--- src/rtl/rs_pkg.sv ---
`timescale 1ns/1ps
package rs_pkg;
    typedef enum logic [1:0] {
        ENT_FREE  = 2'd0,
        ENT_WAIT  = 2'd1,
        ENT_READY = 2'd2
    } ent_state_e;
endpackage

--- src/rtl/rs_entry.sv ---
`timescale 1ns/1ps
module rs_entry
    import rs_pkg::*;
#(
    parameter int TAG_W  = 4,
    parameter int DATA_W = 16,
    parameter int OP_W   = 4,
    parameter int AGE_W  = 2
) (
    input  logic              clk,
    input  logic              rst_n,
    input  logic              flush,
    input  logic              alloc,
    input  logic [OP_W-1:0]   d_op,
    input  logic [TAG_W-1:0]  d_dst,
    input  logic [TAG_W-1:0]  d_t1,
    input  logic [DATA_W-1:0] d_v1,
    input  logic [TAG_W-1:0]  d_t2,
    input  logic [DATA_W-1:0] d_v2,
    input  logic [AGE_W-1:0]  new_age,
    input  logic              cb_valid,
    input  logic [TAG_W-1:0]  cb_tag,
    input  logic [DATA_W-1:0] cb_data,
    input  logic              grant,
    input  logic              shift,
    input  logic [AGE_W-1:0]  issued_age,
    output logic              busy,
    output logic              ready,
    output logic [AGE_W-1:0]  age,
    output logic [OP_W-1:0]   op,
    output logic [TAG_W-1:0]  dst,
    output logic [DATA_W-1:0] v1,
    output logic [DATA_W-1:0] v2
);
    ent_state_e        state_q, state_d;
    logic [TAG_W-1:0]  t1_q, t2_q, n_t1, n_t2, s_t1, s_t2;
    logic [DATA_W-1:0] v1_q, v2_q, n_v1, n_v2, s_v1, s_v2;
    logic [OP_W-1:0]   op_q;
    logic [TAG_W-1:0]  dst_q;
    logic [AGE_W-1:0]  age_q;

    // Operand source: fresh dispatch or stored, then snoop the bus.
    always_comb begin
        s_t1 = alloc ? d_t1 : t1_q;
        s_v1 = alloc ? d_v1 : v1_q;
        s_t2 = alloc ? d_t2 : t2_q;
        s_v2 = alloc ? d_v2 : v2_q;
        n_t1 = s_t1;
        n_v1 = s_v1;
        n_t2 = s_t2;
        n_v2 = s_v2;
        if (cb_valid && (s_t1 != '0) && (s_t1 == cb_tag)) begin
            n_t1 = '0;
            n_v1 = cb_data;
        end
        if (cb_valid && (s_t2 != '0) && (s_t2 == cb_tag)) begin
            n_t2 = '0;
            n_v2 = cb_data;
        end
    end

    // Next-state logic.
    always_comb begin
        state_d = state_q;
        unique case (state_q)
            ENT_FREE: begin
                if (alloc)
                    state_d = ((n_t1 == '0) && (n_t2 == '0)) ? ENT_READY : ENT_WAIT;
            end
            ENT_WAIT: begin
                if ((n_t1 == '0) && (n_t2 == '0))
                    state_d = ENT_READY;
            end
            ENT_READY: begin
                if (grant)
                    state_d = ENT_FREE;
            end
            default: state_d = ENT_FREE;
        endcase
        if (flush)
            state_d = ENT_FREE;
    end

    // State register.
    always_ff @(posedge clk) begin
        if (!rst_n)
            state_q <= ENT_FREE;
        else
            state_q <= state_d;
    end

    // Payload and age registers.
    always_ff @(posedge clk) begin
        if (!rst_n) begin
            t1_q  <= '0;
            t2_q  <= '0;
            v1_q  <= '0;
            v2_q  <= '0;
            op_q  <= '0;
            dst_q <= '0;
            age_q <= '0;
        end else begin
            if (alloc || (state_q == ENT_WAIT)) begin
                t1_q <= n_t1;
                v1_q <= n_v1;
                t2_q <= n_t2;
                v2_q <= n_v2;
            end
            if (alloc) begin
                op_q  <= d_op;
                dst_q <= d_dst;
                age_q <= new_age;
            end else if (shift && (state_q != ENT_FREE) && (age_q > issued_age)) begin
                age_q <= age_q - 1'b1;
            end
        end
    end

    // Outputs.
    always_comb begin
        busy  = (state_q != ENT_FREE);
        ready = (state_q == ENT_READY);
        age   = age_q;
        op    = op_q;
        dst   = dst_q;
        v1    = v1_q;
        v2    = v2_q;
    end

    // a slot in the ready state holds no pending tag.
    p_ready_ops_r5: assert property (@(posedge clk) disable iff (!rst_n)
        (state_q == ENT_READY) |-> ((t1_q == '0) && (t2_q == '0)));
endmodule

--- src/rtl/rs_alloc.sv ---
`timescale 1ns/1ps
module rs_alloc #(
    parameter int NUM_ENT = 4,
    parameter int IDX_W   = 2
) (
    input  logic [NUM_ENT-1:0] busy,
    output logic               full,
    output logic [IDX_W-1:0]   idx
);
    logic found;

    always_comb begin
        idx   = '0;
        found = 1'b0;
        for (int i = 0; i < NUM_ENT; i++) begin
            if (!busy[i] && !found) begin
                idx   = IDX_W'(i);
                found = 1'b1;
            end
        end
        full = !found;
    end
endmodule

--- src/rtl/rs_select.sv ---
`timescale 1ns/1ps
module rs_select #(
    parameter int NUM_ENT = 4,
    parameter int IDX_W   = 2,
    parameter int AGE_W   = 2
) (
    input  logic [NUM_ENT-1:0] ready,
    input  logic [AGE_W-1:0]   ages [NUM_ENT],
    output logic               any,
    output logic [IDX_W-1:0]   idx
);
    logic [AGE_W-1:0] best;
    logic             found;

    always_comb begin
        idx   = '0;
        best  = '1;
        found = 1'b0;
        for (int i = 0; i < NUM_ENT; i++) begin
            if (ready[i] && (!found || (ages[i] < best))) begin
                idx   = IDX_W'(i);
                best  = ages[i];
                found = 1'b1;
            end
        end
        any = found;
    end
endmodule

--- src/rtl/rs_station.sv ---
`timescale 1ns/1ps
module rs_station #(
    parameter int NUM_ENT = 4,
    parameter int TAG_W   = 4,
    parameter int DATA_W  = 16,
    parameter int OP_W    = 4
) (
    input  logic              clk,
    input  logic              rst_n,
    input  logic              flush,
    input  logic              disp_valid,
    input  logic [OP_W-1:0]   disp_op,
    input  logic [TAG_W-1:0]  disp_dst,
    input  logic [TAG_W-1:0]  disp_t1,
    input  logic [DATA_W-1:0] disp_v1,
    input  logic [TAG_W-1:0]  disp_t2,
    input  logic [DATA_W-1:0] disp_v2,
    output logic              disp_full,
    input  logic              cb_valid,
    input  logic [TAG_W-1:0]  cb_tag,
    input  logic [DATA_W-1:0] cb_data,
    input  logic              iss_ready,
    output logic              iss_valid,
    output logic [OP_W-1:0]   iss_op,
    output logic [TAG_W-1:0]  iss_dst,
    output logic [DATA_W-1:0] iss_a,
    output logic [DATA_W-1:0] iss_b
);
    localparam int IDX_W = (NUM_ENT > 1) ? $clog2(NUM_ENT) : 1;
    localparam int AGE_W = IDX_W;
    localparam int CNT_W = $clog2(NUM_ENT + 1);

    logic [NUM_ENT-1:0] busy, ready;
    logic [AGE_W-1:0]   ages [NUM_ENT];
    logic [OP_W-1:0]    ops  [NUM_ENT];
    logic [TAG_W-1:0]   dsts [NUM_ENT];
    logic [DATA_W-1:0]  va   [NUM_ENT];
    logic [DATA_W-1:0]  vb   [NUM_ENT];

    logic               full, gnt_any, disp_fire, iss_fire;
    logic [IDX_W-1:0]   alloc_idx, gnt_idx;
    logic [CNT_W-1:0]   busy_cnt;
    logic [AGE_W-1:0]   new_age;

    rs_alloc #(.NUM_ENT(NUM_ENT), .IDX_W(IDX_W)) u_alloc (
        .busy (busy),
        .full (full),
        .idx  (alloc_idx)
    );

    rs_select #(.NUM_ENT(NUM_ENT), .IDX_W(IDX_W), .AGE_W(AGE_W)) u_select (
        .ready (ready),
        .ages  (ages),
        .any   (gnt_any),
        .idx   (gnt_idx)
    );

    always_comb begin
        busy_cnt = '0;
        for (int i = 0; i < NUM_ENT; i++)
            busy_cnt = busy_cnt + CNT_W'(busy[i]);
    end

    assign disp_full = full;
    assign disp_fire = disp_valid && !full && !flush;
    assign iss_valid = gnt_any && !flush;
    assign iss_fire  = iss_valid && iss_ready;
    assign new_age   = AGE_W'(busy_cnt - CNT_W'(iss_fire));

    for (genvar g = 0; g < NUM_ENT; g++) begin : g_ent
        rs_entry #(
            .TAG_W(TAG_W), .DATA_W(DATA_W), .OP_W(OP_W), .AGE_W(AGE_W)
        ) u_ent (
            .clk        (clk),
            .rst_n      (rst_n),
            .flush      (flush),
            .alloc      (disp_fire && (alloc_idx == IDX_W'(g))),
            .d_op       (disp_op),
            .d_dst      (disp_dst),
            .d_t1       (disp_t1),
            .d_v1       (disp_v1),
            .d_t2       (disp_t2),
            .d_v2       (disp_v2),
            .new_age    (new_age),
            .cb_valid   (cb_valid),
            .cb_tag     (cb_tag),
            .cb_data    (cb_data),
            .grant      (iss_fire && (gnt_idx == IDX_W'(g))),
            .shift      (iss_fire),
            .issued_age (ages[gnt_idx]),
            .busy       (busy[g]),
            .ready      (ready[g]),
            .age        (ages[g]),
            .op         (ops[g]),
            .dst        (dsts[g]),
            .v1         (va[g]),
            .v2         (vb[g])
        );
    end

    assign iss_op  = ops[gnt_idx];
    assign iss_dst = dsts[gnt_idx];
    assign iss_a   = va[gnt_idx];
    assign iss_b   = vb[gnt_idx];

    // after a flush cycle the pool is empty.
    p_flush_empty_r8: assert property (@(posedge clk) disable iff (!rst_n)
        flush |=> (!iss_valid && !disp_full));

    // outside a flush, at most one slot leaves per cycle.
    p_one_retire_r6: assert property (@(posedge clk) disable iff (!rst_n)
        !flush |=> ($countones($past(busy) & ~busy) <= 1));

    // an accepted dispatch always lands in an unoccupied slot.
    p_alloc_free_r7: assert property (@(posedge clk) disable iff (!rst_n)
        disp_fire |-> !busy[alloc_idx]);
endmodule

--- config.mk ---
export PLATFORM = sky130hd
export DESIGN_NAME = rs_station
export DESIGN_NICKNAME = d
export VERILOG_FILES = /design/src/rtl/rs_pkg.sv /design/src/rtl/rs_entry.sv /design/src/rtl/rs_alloc.sv /design/src/rtl/rs_select.sv /design/src/rtl/rs_station.sv
export SDC_FILE = /design/constraint.sdc
export NUM_CORES = 1
export LEC_CHECK = 0
export ABC_AREA = 0
export BUFFER_PORTS_ARGS = -buffer_cell sky130_fd_sc_hd__buf_4
export CORE_MARGIN = 5
export CORE_UTILIZATION = 55
export DETAILED_ROUTE_END_ITERATION = 8
export PLACE_DENSITY = 0.73
export SYNTH_ARGS = -nofsm -noshare
export SYNTH_HDL_FRONTEND = slang
export SYNTH_SLANG_ARGS = --single-unit
--- constraint.sdc ---
create_clock -name clk -period 14.45 [get_ports clk]
set_clock_uncertainty 0.15 [all_clocks]
set_input_delay 0 -clock clk [delete_from_list [all_inputs] [get_ports clk]]
set_output_delay 0 -clock clk [all_outputs]
set_load 0.005 [all_outputs]
# Yosys cells after proc, flatten, opt, wreduce, memory -nomap -nowiden
# Index checks and enable logic that the tools add are counted.
[classes]
mux = 92
eq_ne = 34
bitwise = 2
n_lt_le_gt_ge = 8
n_addsub = 8
reduce_logical = 114
[op_table]
columns = ["operator", "n"]
rows = [
  ["two-way mux 16 bit", 20],
  ["two-way mux 4 bit", 20],
  ["two-way mux 2 bit", 33],
  ["binary-select mux 16 bit (select 2 bit)", 2],
  ["logical AND 1 bit", 46],
  ["equality test 4 bit", 8],
  ["logical NOT 4 bit", 8],
  ["nonzero test 2 bit", 16],
  ["nonzero test 4 bit", 8],
  ["!= test 2 x 1 -> 1 bit, second input constant", 12],
  ["one-hot mux 2 bit (3 select lines)", 4],
  ["binary-select mux 4 bit (select 2 bit)", 2],
  ["equality test 2 bit, second input constant", 8],
  ["AND reduction 2 bit", 8],
  ["equality test 2 x 1 -> 1 bit, second input constant", 6],
  ["logical NOT 2 bit", 6],
  ["AND reduction 3 bit", 4],
  ["logical NOT 1 bit", 10],
  ["two-way mux 1 bit", 10],
  ["greater-than comparator 2 bit", 4],
  ["subtractor 2 x 1 -> 2 bit, second input constant", 4],
  ["logical OR 1 bit", 7],
  ["less-than comparator 2 bit", 3],
  ["adder 2 x 1 -> 2 bit", 2],
  ["other kinds (7)", 7],
]
[totals]
ff_bits = 208
inputBits = 74

# Logic depth before layout (Yosys ltp)
# Gate-level depths: netlist of run 1.
[depth]
word_depth = 23
mapped_depth = 23
depth_no_buf = 19

# By module
# From an unflattened synthesis of run 1, not the netlist that was laid out.
[hier_totals]
cells_unflattened = 1418
hier_area_um2 = 13858.3
[by_module_without_submodules]
columns = ["mod", "instances", "area_per_inst_um2", "cells_each"]
rows = [
  ["rs_entry", 4, 3096.7, 327],
  ["rs_station", 1, 1228.7, 73],
  ["rs_select", 1, 212.7, 31],
  ["rs_alloc", 1, 30.0, 6],
]

# Worst setup path after synthesis of run 1
# Ideal clock, no wire load.
[synth_timing]
path_kind = "reg-to-reg"
from = "register g_ent[0].u_ent.age_q[1]"
to = "register g_ent[3].u_ent.age_q[1]"
t_arrival_ns = 4.715
setup_time_ns = 0.069
required_time_ns = 14.231
stages_incl_launch_ff = 22
slack_ns = 9.516
period_less_slack_ns = 4.934
path_buffers = 4
path_cell_list = "dfxtp_1 buf_2 nor4bb_1 o221ai_1 maj3_1 a21oi_2 buf_2 buf_1 o21a_1 ha_1 nor2_1 a31oi_1 or2_2 o21a_1 buf_2 o21ai_0 ha_1 or4_1 a21oi_1 a21oi_1 a41o_1 o21ai_1"
[synth_via]
elab_chain_cells = 20
word_cells_on_any_way = 32
[synth_lines]
columns = ["item", "line", "text"]
rows = [
  ["start: declaration", "rs_entry.sv:40", "logic [AGE_W-1:0] age_q;"],
  ["start signal: assignment", "rs_entry.sv:112", "age_q <= new_age;"],
  ["start signal: assignment", "rs_entry.sv:114", "age_q <= age_q - 1'b1;"],
  ["two-way mux 2 bit", "rs_select.sv:20", "if (ready[i] && (!found || (ages[i] < best))) begin"],
  ["less-than comparator 2 bit", "rs_select.sv:20", ""],
  ["logical OR 1 bit", "rs_select.sv:20", ""],
  ["logical AND 1 bit", "rs_select.sv:20", ""],
  ["two-way mux 2 bit / two-way mux 1 bit (equally long branches)", "rs_select.sv:20", ""],
  ["less-than comparator 2 bit / logical NOT 1 bit (equally long branches)", "rs_select.sv:20", ""],
  ["logical OR 1 bit", "rs_select.sv:20", ""],
  ["logical AND 1 bit", "rs_select.sv:20", ""],
  ["(+3 left out)", "-", ""],
  ["logical AND 1 bit", "rs_select.sv:20", ""],
  ["two-way mux 2 bit", "rs_select.sv:20", ""],
  ["inverter 2 -> 3 bit (implied by the code)", "rs_station.sv:90", ".issued_age (ages[gnt_idx]),"],
  ["binary-select mux 2 bit (select 2 bit)", "rs_station.sv:90", ""],
  ["two-way mux 2 bit (implied by the code) (2 in a row)", "rs_station.sv:90", ""],
  ["greater-than comparator 2 bit", "rs_entry.sv:113", "end else if (shift && (state_q != ENT_FREE) && (age_q > issued_age)) begin"],
  ["logical AND 1 bit", "rs_entry.sv:113", ""],
  ["nonzero test 2 bit (no source line)", "-", ""],
  ["end signal: assignment", "rs_entry.sv:112", ""],
  ["end signal: assignment", "rs_entry.sv:114", ""],
  ["end: declaration", "rs_entry.sv:40", ""],
]
# Several ways; a longest one is shown, not always the timed one. The select of a mux whose other input is x is not followed.
# A chain may end at the register's enable or synchronous reset.

# Final worst setup path of run 1
[layout_timing]
from = "register g_ent[0].u_ent.age_q[1]"
to = "output port iss_b[15]"
[layout_via]
elab_chain_cells = 17
word_cells_on_any_way = 23
[layout_lines]
columns = ["item", "line", "text"]
rows = [
  ["two-way mux 2 bit (*)", "rs_select.sv:20", ""],
  ["less-than comparator 2 bit", "rs_select.sv:20", ""],
  ["logical OR 1 bit", "rs_select.sv:20", ""],
  ["logical AND 1 bit", "rs_select.sv:20", ""],
  ["two-way mux 2 bit / two-way mux 1 bit (equally long branches)", "rs_select.sv:20", ""],
  ["less-than comparator 2 bit / logical NOT 1 bit (equally long branches)", "rs_select.sv:20", ""],
  ["logical OR 1 bit", "rs_select.sv:20", ""],
  ["logical AND 1 bit", "rs_select.sv:20", ""],
  ["two-way mux 2 bit / two-way mux 1 bit (equally long branches)", "rs_select.sv:20", ""],
  ["less-than comparator 2 bit / logical NOT 1 bit (equally long branches)", "rs_select.sv:20", ""],
  ["logical OR 1 bit", "rs_select.sv:20", ""],
  ["logical AND 1 bit", "rs_select.sv:20", ""],
  ["two-way mux 2 bit (*)", "rs_select.sv:20", ""],
  ["inverter 2 -> 3 bit (implied by the code) (*)", "rs_station.sv:104", "assign iss_b = vb[gnt_idx];"],
  ["binary-select mux 16 bit (select 2 bit) (*)", "rs_station.sv:104", ""],
  ["two-way mux 16 bit (implied by the code) (*) (2 in a row)", "rs_station.sv:104", ""],
  ["end: declaration", "rs_station.sv:27", "output logic [DATA_W-1:0] iss_b"],
]
# Mark *: on every way between the ends. The rest lies on a longest branch, timed or not. The select of a mux whose other input is x is not followed.

==> metrics.md, run 1 <==
| Metric | Value |
|---|---|
| DRT antenna net count | `0` |
| Arrival @ worst endpoint | `a little under 6000 ps` |
| Dpl hpwl | `22700 microns` |
| Final setup violation count | `0` |
| Worst-path clk slew | `60 ps` |
| Final Hold Vio Count | `0` |
| Post-CTS Resized | `0` |
| Most common cell after layout, fill and taps aside | `nand2_1` |
| Largest net degree at the start of global routing | `126` |
| Crit share post-route | `41.1%` |
| Critical hold path startpoint | `cb_valid` |
| Status | `finished, final reports clean` |
| Crit. End Element | `output pin` |
| Worst skew pair latency | `510 ps` |
| Die Height | `between 150 and 200 microns` |
| Routability congestion estimate | `between 0.8 and 0.9` |
| Hold_ws | `61.9 ps` |
| Top_reg_cell synth | `dfxtp_1` |
| Die width | `160 microns` |
| Crit Path Class | `flop to output pin` |
| CP most frequent cell | `buf_4` |
| Area leader, netlist | `dfxtp_1` |
| Critical Path Source Type | `flop` |
| Post CTS Setup Buffer Count | `0` |
| Fin. max-slew vios | `0` |
| Synthesized net count | `roughly 1.6k` |
| Synth Instances | `1487` |
| DRC | `0` |
| Area Overhead vs Synth | `20.8%` |
| Vias/cell | `6.15` |
| Unrepaired setup endpoints after global routing | `no` |
| IO Count | `116` |
| Top-area cell type share of the netlist area | `around a third` |
| Core Util, Final | `68.1%` |
| Sequential element share of the synthesized area | `around a third` |
| Drt first pass iters | `7` |
| H-tree lvl count | `1` |
| Count of buffers from port buffering | `115` |
| Top cells by area, synth | `dfxtp_1 (34%), mux2i_1 (12%), nand2_1 (7.9%)` |
| Antenna violations before repair | `1` |
| Post-placement cell area | `13200 sq um` |
| Yosys cell types | `82` |
| Total wire length | `37300 microns` |
| CTS Root Cell | `clkbuf_16` |
| Fraction of layout instances using a drive strength above 1 | `13.9%` |
| Post-synth EDFFs | `0` |
| Avg Cell Area, Syn | `roughly 8.3 sq um` |
| DR iter-0 viols | `between 1k and 1.5k` |
| Slew of the pin with the lowest slew margin | `1190 ps` |
| Starting Density | `56.3%` |
| Final Critical Period | `5940 ps` |
| Synthesized area | `12400 sq um` |
| Fillers | `1815` |
| P per Cell Area | `89.7 nW/um^2` |
| Lkg Pwr | `6.58 nW` |
| Clock Sinks | `208` |
| Vias in the first global route | `11.6k` |
| Flops & latches, synth | `208` |
| Worst setup path startpoint | `g_ent[0].u_ent.age[1]` |
| Reg-to-reg critical path startpoint | `g_ent[0].u_ent.age[1]` |
| Slowest stage delay, CP | `between 700 and 800 ps` |
| GRT Total Usage | `roughly 28%` |
| Vias | `around 12k` |
| Final Cell Area | `14900 sq um` |
| Critical Path, Cell by Cell | `nor4bb_1 -> o221ai_1 -> maj3_1 -> a21oi_4 -> buf_4 -> o21a_1 -> ha_1 -> nor2_1 -> a31oi_1 -> or2_2 -> o21ai_4 -> buf_4 -> nor3_2 -> buf_4 -> a221o_1 -> buf_4` |
| Worst EP required | `roughly 14000 ps` |
| Num CTS Buffers | `23` |
| Max_cap viols | `0` |
| Slowest cell on crit path | `buf_4` |
| First-pass GRT wire length | `61000 microns` |
| Worst min path class | `input port to flop` |
| VDD IR-drop max | `0.0780 mV` |
| CTS Hold Bufs | `105` |
| Final setup TNS | `0 ps` |
| Slew headroom | `20.6%` |
| CP Max Fanout | `88` |
| Async S/R FF share, synth | `0%` |
| CTS max path bufs | `3` |
| Wire per inst | `roughly 20 microns` |
| Final net count | `around 1.7k` |
| GRT overflow | `0` |
| Rows | `54` |
| R2r setup slk | `8690 ps` |
| Yosys Warn Count | `0` |
| Core area | `22000 sq um` |
| Commonest cells after routing, fill and taps aside | `nand2_1 (261), dfxtp_1 (208), mux2i_1 (148), buf_4 (135), nor2_1 (122)` |
| Die Area | `25600 sq um` |
| Fmax | `168 MHz` |
| CTS tree | `done` |
-- cell type report --
class	instances	area [sq um]	share of cell area [%]
Tap cell	280	350	2.34
Clock inverter	4	72.6	0.486
Antenna cell	1	2.50	0.0167
Sequential cell	208	4160	27.9
Timing Repair Buffer	241	2080	13.9
Clock buffer	36	654	4.38
Inverter	23	88.8	0.594
Multi-Input combinational cell	1121	7530	50.4
-- stage by stage --
| stage | setup slack, ps | instances | total power, mW |
|---|---|---|---|
| detailed placement | 8760 | 1768 | 0.747 |
| finish | 8510 | 1914 | 1.34 |
| global route | 8240 | 1914 | 1.39 |
| global placement | 8910 | 1768 | 0.744 |
| CTS | 8570 | 1913 | 1.35 |
| floorplan | 9520 | 1487 | 0.687 |
-- state kept, by name, summed over array words and instances, names as in the netlist --
name / cells
g_ent.u_ent.v1: 64
g_ent.u_ent.t1_q: 16
g_ent.u_ent.dst: 16
g_ent.u_ent.t2_q: 16
g_ent.u_ent.state_q: 8
g_ent.u_ent.op: 16
g_ent.u_ent.age: 8
g_ent.u_ent.v2: 64
-- critical path, delay by kind of cell (launching register included) --
family / cells / cell delay [ps]
fa+ha+maj: 2 / 640
buf+inv: 4 / 1890
simple gates: 4 / 980
flops: 1 / 500
compound gates: 6 / 1210
-- path summary, 6_finish.rpt --
kind,endpoint,depth (start not counted)
hold / removal,g_ent[3].u_ent.t2_q[2],5
hold reg to reg,g_ent[1].u_ent.v2[15],2
setup / recovery,iss_b[15],16
setup reg to reg,g_ent[1].u_ent.age[0],18
-- logic make-up after synthesis --
group / count (synthesis) / synth area share [%]
AOI/OAI and AO/OA: 392 / 23.1
adders and majority gates: 12 / 1.21
DFF: 208 / 33.7
muxes: 189 / 16.1
xor gates and xnor gates: 21 / 1.49
buffers and inverters: 158 / 6.03
and+or+nand+nor: 507 / 18.4
-- report_power, final --
part	switching, mW	internal (mW)	leakage, nW
Clock	0.236	0.345	0.349
Sequential	0.00744	0.585	1.68
Combinational	0.0849	0.0829	4.55
-- Yosys cell counts (9+ instances only) --
cell / number
a21boi_0: 36
a21oi_1: 101
a221o_1: 40
a22oi_1: 15
buf_1: 21
buf_2: 30
buf_4: 12
buf_6: 9
clkbuf_1: 63
dfxtp_1: 208
inv_1: 21
mux2_1: 9
mux2_2: 28
mux2i_1: 148
nand2_1: 261
nand2b_1: 10
nand3_1: 13
nand4_1: 14
nor2_1: 123
nor2b_1: 23
nor3_1: 15
o211a_1: 64
o21ai_0: 47
o21ai_1: 14
xnor2_1: 16
-- metal layers --
layer | global-route usage [%] | part of all wire [%] | up-vias
met3 | 4.05 | 6.2 | 80
li1 | - | - | 5602
met4 | 9.97 | 3.3 | 0
met1 | 37.3 | 43 | 5673
met2 | 47.8 | 47 | 424
met5 | 0 | 0 | -
Power figures use the tool's default switching activity.
==> run 2: changes to the inputs <==
==> constraint.sdc (replaced) <==
create_clock -name clk -period 5.55 [get_ports clk]
set_clock_uncertainty 0.15 [all_clocks]
set_input_delay 0 -clock clk [delete_from_list [all_inputs] [get_ports clk]]
set_output_delay 0 -clock clk [all_outputs]
set_load 0.005 [all_outputs]
==> run 2 against run 1 <==
- flip-flop and latch count did not move
- highest routed layer unchanged
- critical path type is now flop to flop
- via count barely moved
- clock power rose to 3.1 times the previous value
- largest power group is now clock
- clock-buffer cell count fell by 2
==> metrics.md, run 2 (synthesis results as in run 1) <==
| Metric | Value |
|---|---|
| Most common cell after layout, fill and taps aside | `nand2_1` |
| Slew of the pin with the lowest slew margin | `1160 ps (-32.2 ps)` |
| Final Critical Period | `5120 ps` |
| Crit share post-route | `92.2%` |
| DR iter-0 viols | `1061 (+3.5%)` |
| Worst skew pair latency | `530 ps (+20 ps)` |
| Clock Sinks | `208 (unchanged)` |
| Crit. End Element | `flop` |
| M3 GR Usage | `3.92% (-0.13 points)` |
| Worst min path class | `input port to flop` |
| Die Area | `25600 sq um (unchanged)` |
| GRT Total Usage | `28.1% (-0.30 points)` |
| Status | `finished, final reports clean` |
| Worst-path clk slew | `60 ps (about the same)` |
| Fmax | `195 MHz` |
| DRT antenna net count | `0 (unchanged)` |
| Rows | `54 (unchanged)` |
| Unrepaired setup endpoints after global routing | `no` |
| Fin. max-slew vios | `0 (unchanged)` |
| Total wire length | `37300 microns (-0.18%)` |
| Multi-input gate area | `7530 sq um (unchanged)` |
| Arrival @ worst endpoint | `5420 ps (-370 ps)` |
| Vias | `11.8k (+0.0085%)` |
| Starting Density | `56.3% (unchanged)` |
| Final setup violation count | `0 (unchanged)` |
| Slew headroom | `22.7% (+2.1 points)` |
| Vias/cell | `6.12 (-0.56%)` |
| CTS max path bufs | `3 (unchanged)` |
| Final Hold Vio Count | `0 (unchanged)` |
| Final setup TNS | `0 ps (unchanged)` |
| Core Util, Final | `69.1% (+1.0 points)` |
| GR peak layer | `met2` |
| Post-CTS Resized | `0 (unchanged)` |
| Dpl hpwl | `23000 microns (+1.2%)` |
| Fraction of layout instances using a drive strength above 1 | `15.0% (+1.1 points)` |
| Routability congestion estimate | `0.956 (+6.9%)` |
| Drt first pass iters | `7 (unchanged)` |
| Core area | `22000 sq um (unchanged)` |
| CTS tree | `done` |
| First-pass GRT wire length | `60100 microns (-1.4%)` |
| Die width | `160 microns (unchanged)` |
| Reg area | `4160 sq um (unchanged)` |
| Vias in the first global route | `11.5k (-0.81%)` |
| Met1 usage | `36.5% (-0.84 points)` |
| Area Overhead vs Synth | `22.6%` |
| Commonest cells after routing, fill and taps aside | `nand2_1 (261), dfxtp_1 (208), mux2i_1 (148), buf_4 (141), nor2_1 (122)` |
| Final net count | `1708 (+0.41%)` |
| CP Max Fanout | `9 (-90%)` |
| IO Count | `116 (unchanged)` |
| Antenna violations before repair | `2 (+1)` |
| GR met2 Demand/Resource | `47.8% (about the same)` |
| VDD IR-drop max | `0.203 mV (+160%)` |
| Fillers | `1742 (-4.0%)` |
| CTS Hold Bufs | `104 (-0.95%)` |
| Wire per inst | `19.4 microns (-0.75%)` |
| Critical Path Source Type | `flop` |
| Crit Path Class | `flop to flop` |
| Max_cap viols | `0 (unchanged)` |
| DRC | `0 (unchanged)` |
| Lkg Pwr | `6.71 nW (+1.9%)` |
| Count of buffers from port buffering | `115 (unchanged)` |
| Largest net degree at the start of global routing | `111 (-12%)` |
| H-tree lvl count | `1 (unchanged)` |
| Die Height | `160 microns (unchanged)` |
| Worst EP required | `5850 ps (-8450 ps)` |
| GRT overflow | `0 (unchanged)` |
| CTS Root Cell | `clkbuf_16` |
| Num CTS Buffers | `25 (+8.7%)` |
| Post CTS Setup Buffer Count | `0 (unchanged)` |
| P per Cell Area | `248 nW/um^2 (+180%)` |
-- run 2: cell types whose count changed in the layout (fill, tap and decap cells not counted), sizes merged --
cell / change
buf: +6
clkinv: +4
bufinv: +2
clkbuf: -2
inv: +2
clkinvlp: -1
diode: +1
dlygate4sd3: -1
-- run 2: metal layers --
layer | up-vias | wire length, microns
li1 | 5610 | -
met5 | - | 0
met3 | 75 | 2630
met1 | 5606 | 15800
met2 | 489 | 17600
met4 | 0 | 1160
-- run 2: final cells by class --
class                      count  share of cell area (%)
antenna                        2                  0.0330
clock buffer                  34                    4.81
clock inverter                11                    1.20
inverter                      23                   0.586
multi-input combinational   1121                    49.7
sequential                   208                    27.5
tap                          280                    2.31
timing repair buffer         246                    13.9
-- run 2: worst paths after layout --
kind / from / end / slack, ps / cells after the start
worst min register to register: g_ent[1].u_ent.v2[7] / g_ent[1].u_ent.v2[7] / 310 / 2
worst max register to register: g_ent[0].u_ent.age[1] / g_ent[1].u_ent.age[0] / 430 / 17
worst max-delay path: g_ent[0].u_ent.age[1] / g_ent[1].u_ent.age[0] / 430 / 17
worst min-delay path: cb_valid / g_ent[3].u_ent.t1_q[1] / 60 / 6
-- run 2: power by group --
part | internal [mW] | switching [mW]
sequential | 1.52 | 0.0191
combinational | 0.214 | 0.222
clock | 1.11 | 0.677
-- run 2: metrics by stage --
stage	setup slack (ps)	total power, mW	instance area [sq um]	std cells	hold slack [ps]
after floorplan	616	1.79	12400	1487	-113
after global placement	719	1.94	13200	1774	140
after detailed placement	571	1.95	13200	1774	145
after CTS	536	3.78	15200	1923	36.1
after global routing	166	3.88	15200	1925	86.8
final	434	3.77	15200	1925	59.6
-- run 2: worst max-delay path, cell delays in order (launching register included) --
cell and delay, ps:
dfxtp_1 520, nor4bb_1 470, o221ai_1 220, maj3_1 430, a21oi_4 170, o21a_1 130, ha_1 220, nor2_1 100
a31oi_1 60, or2_2 340, o21a_1 230, o21ai_0 520, ha_1 350, nor2_1 180, o2111a_1 200, a211oi_1 60
or4_1 510, a31oi_1 180
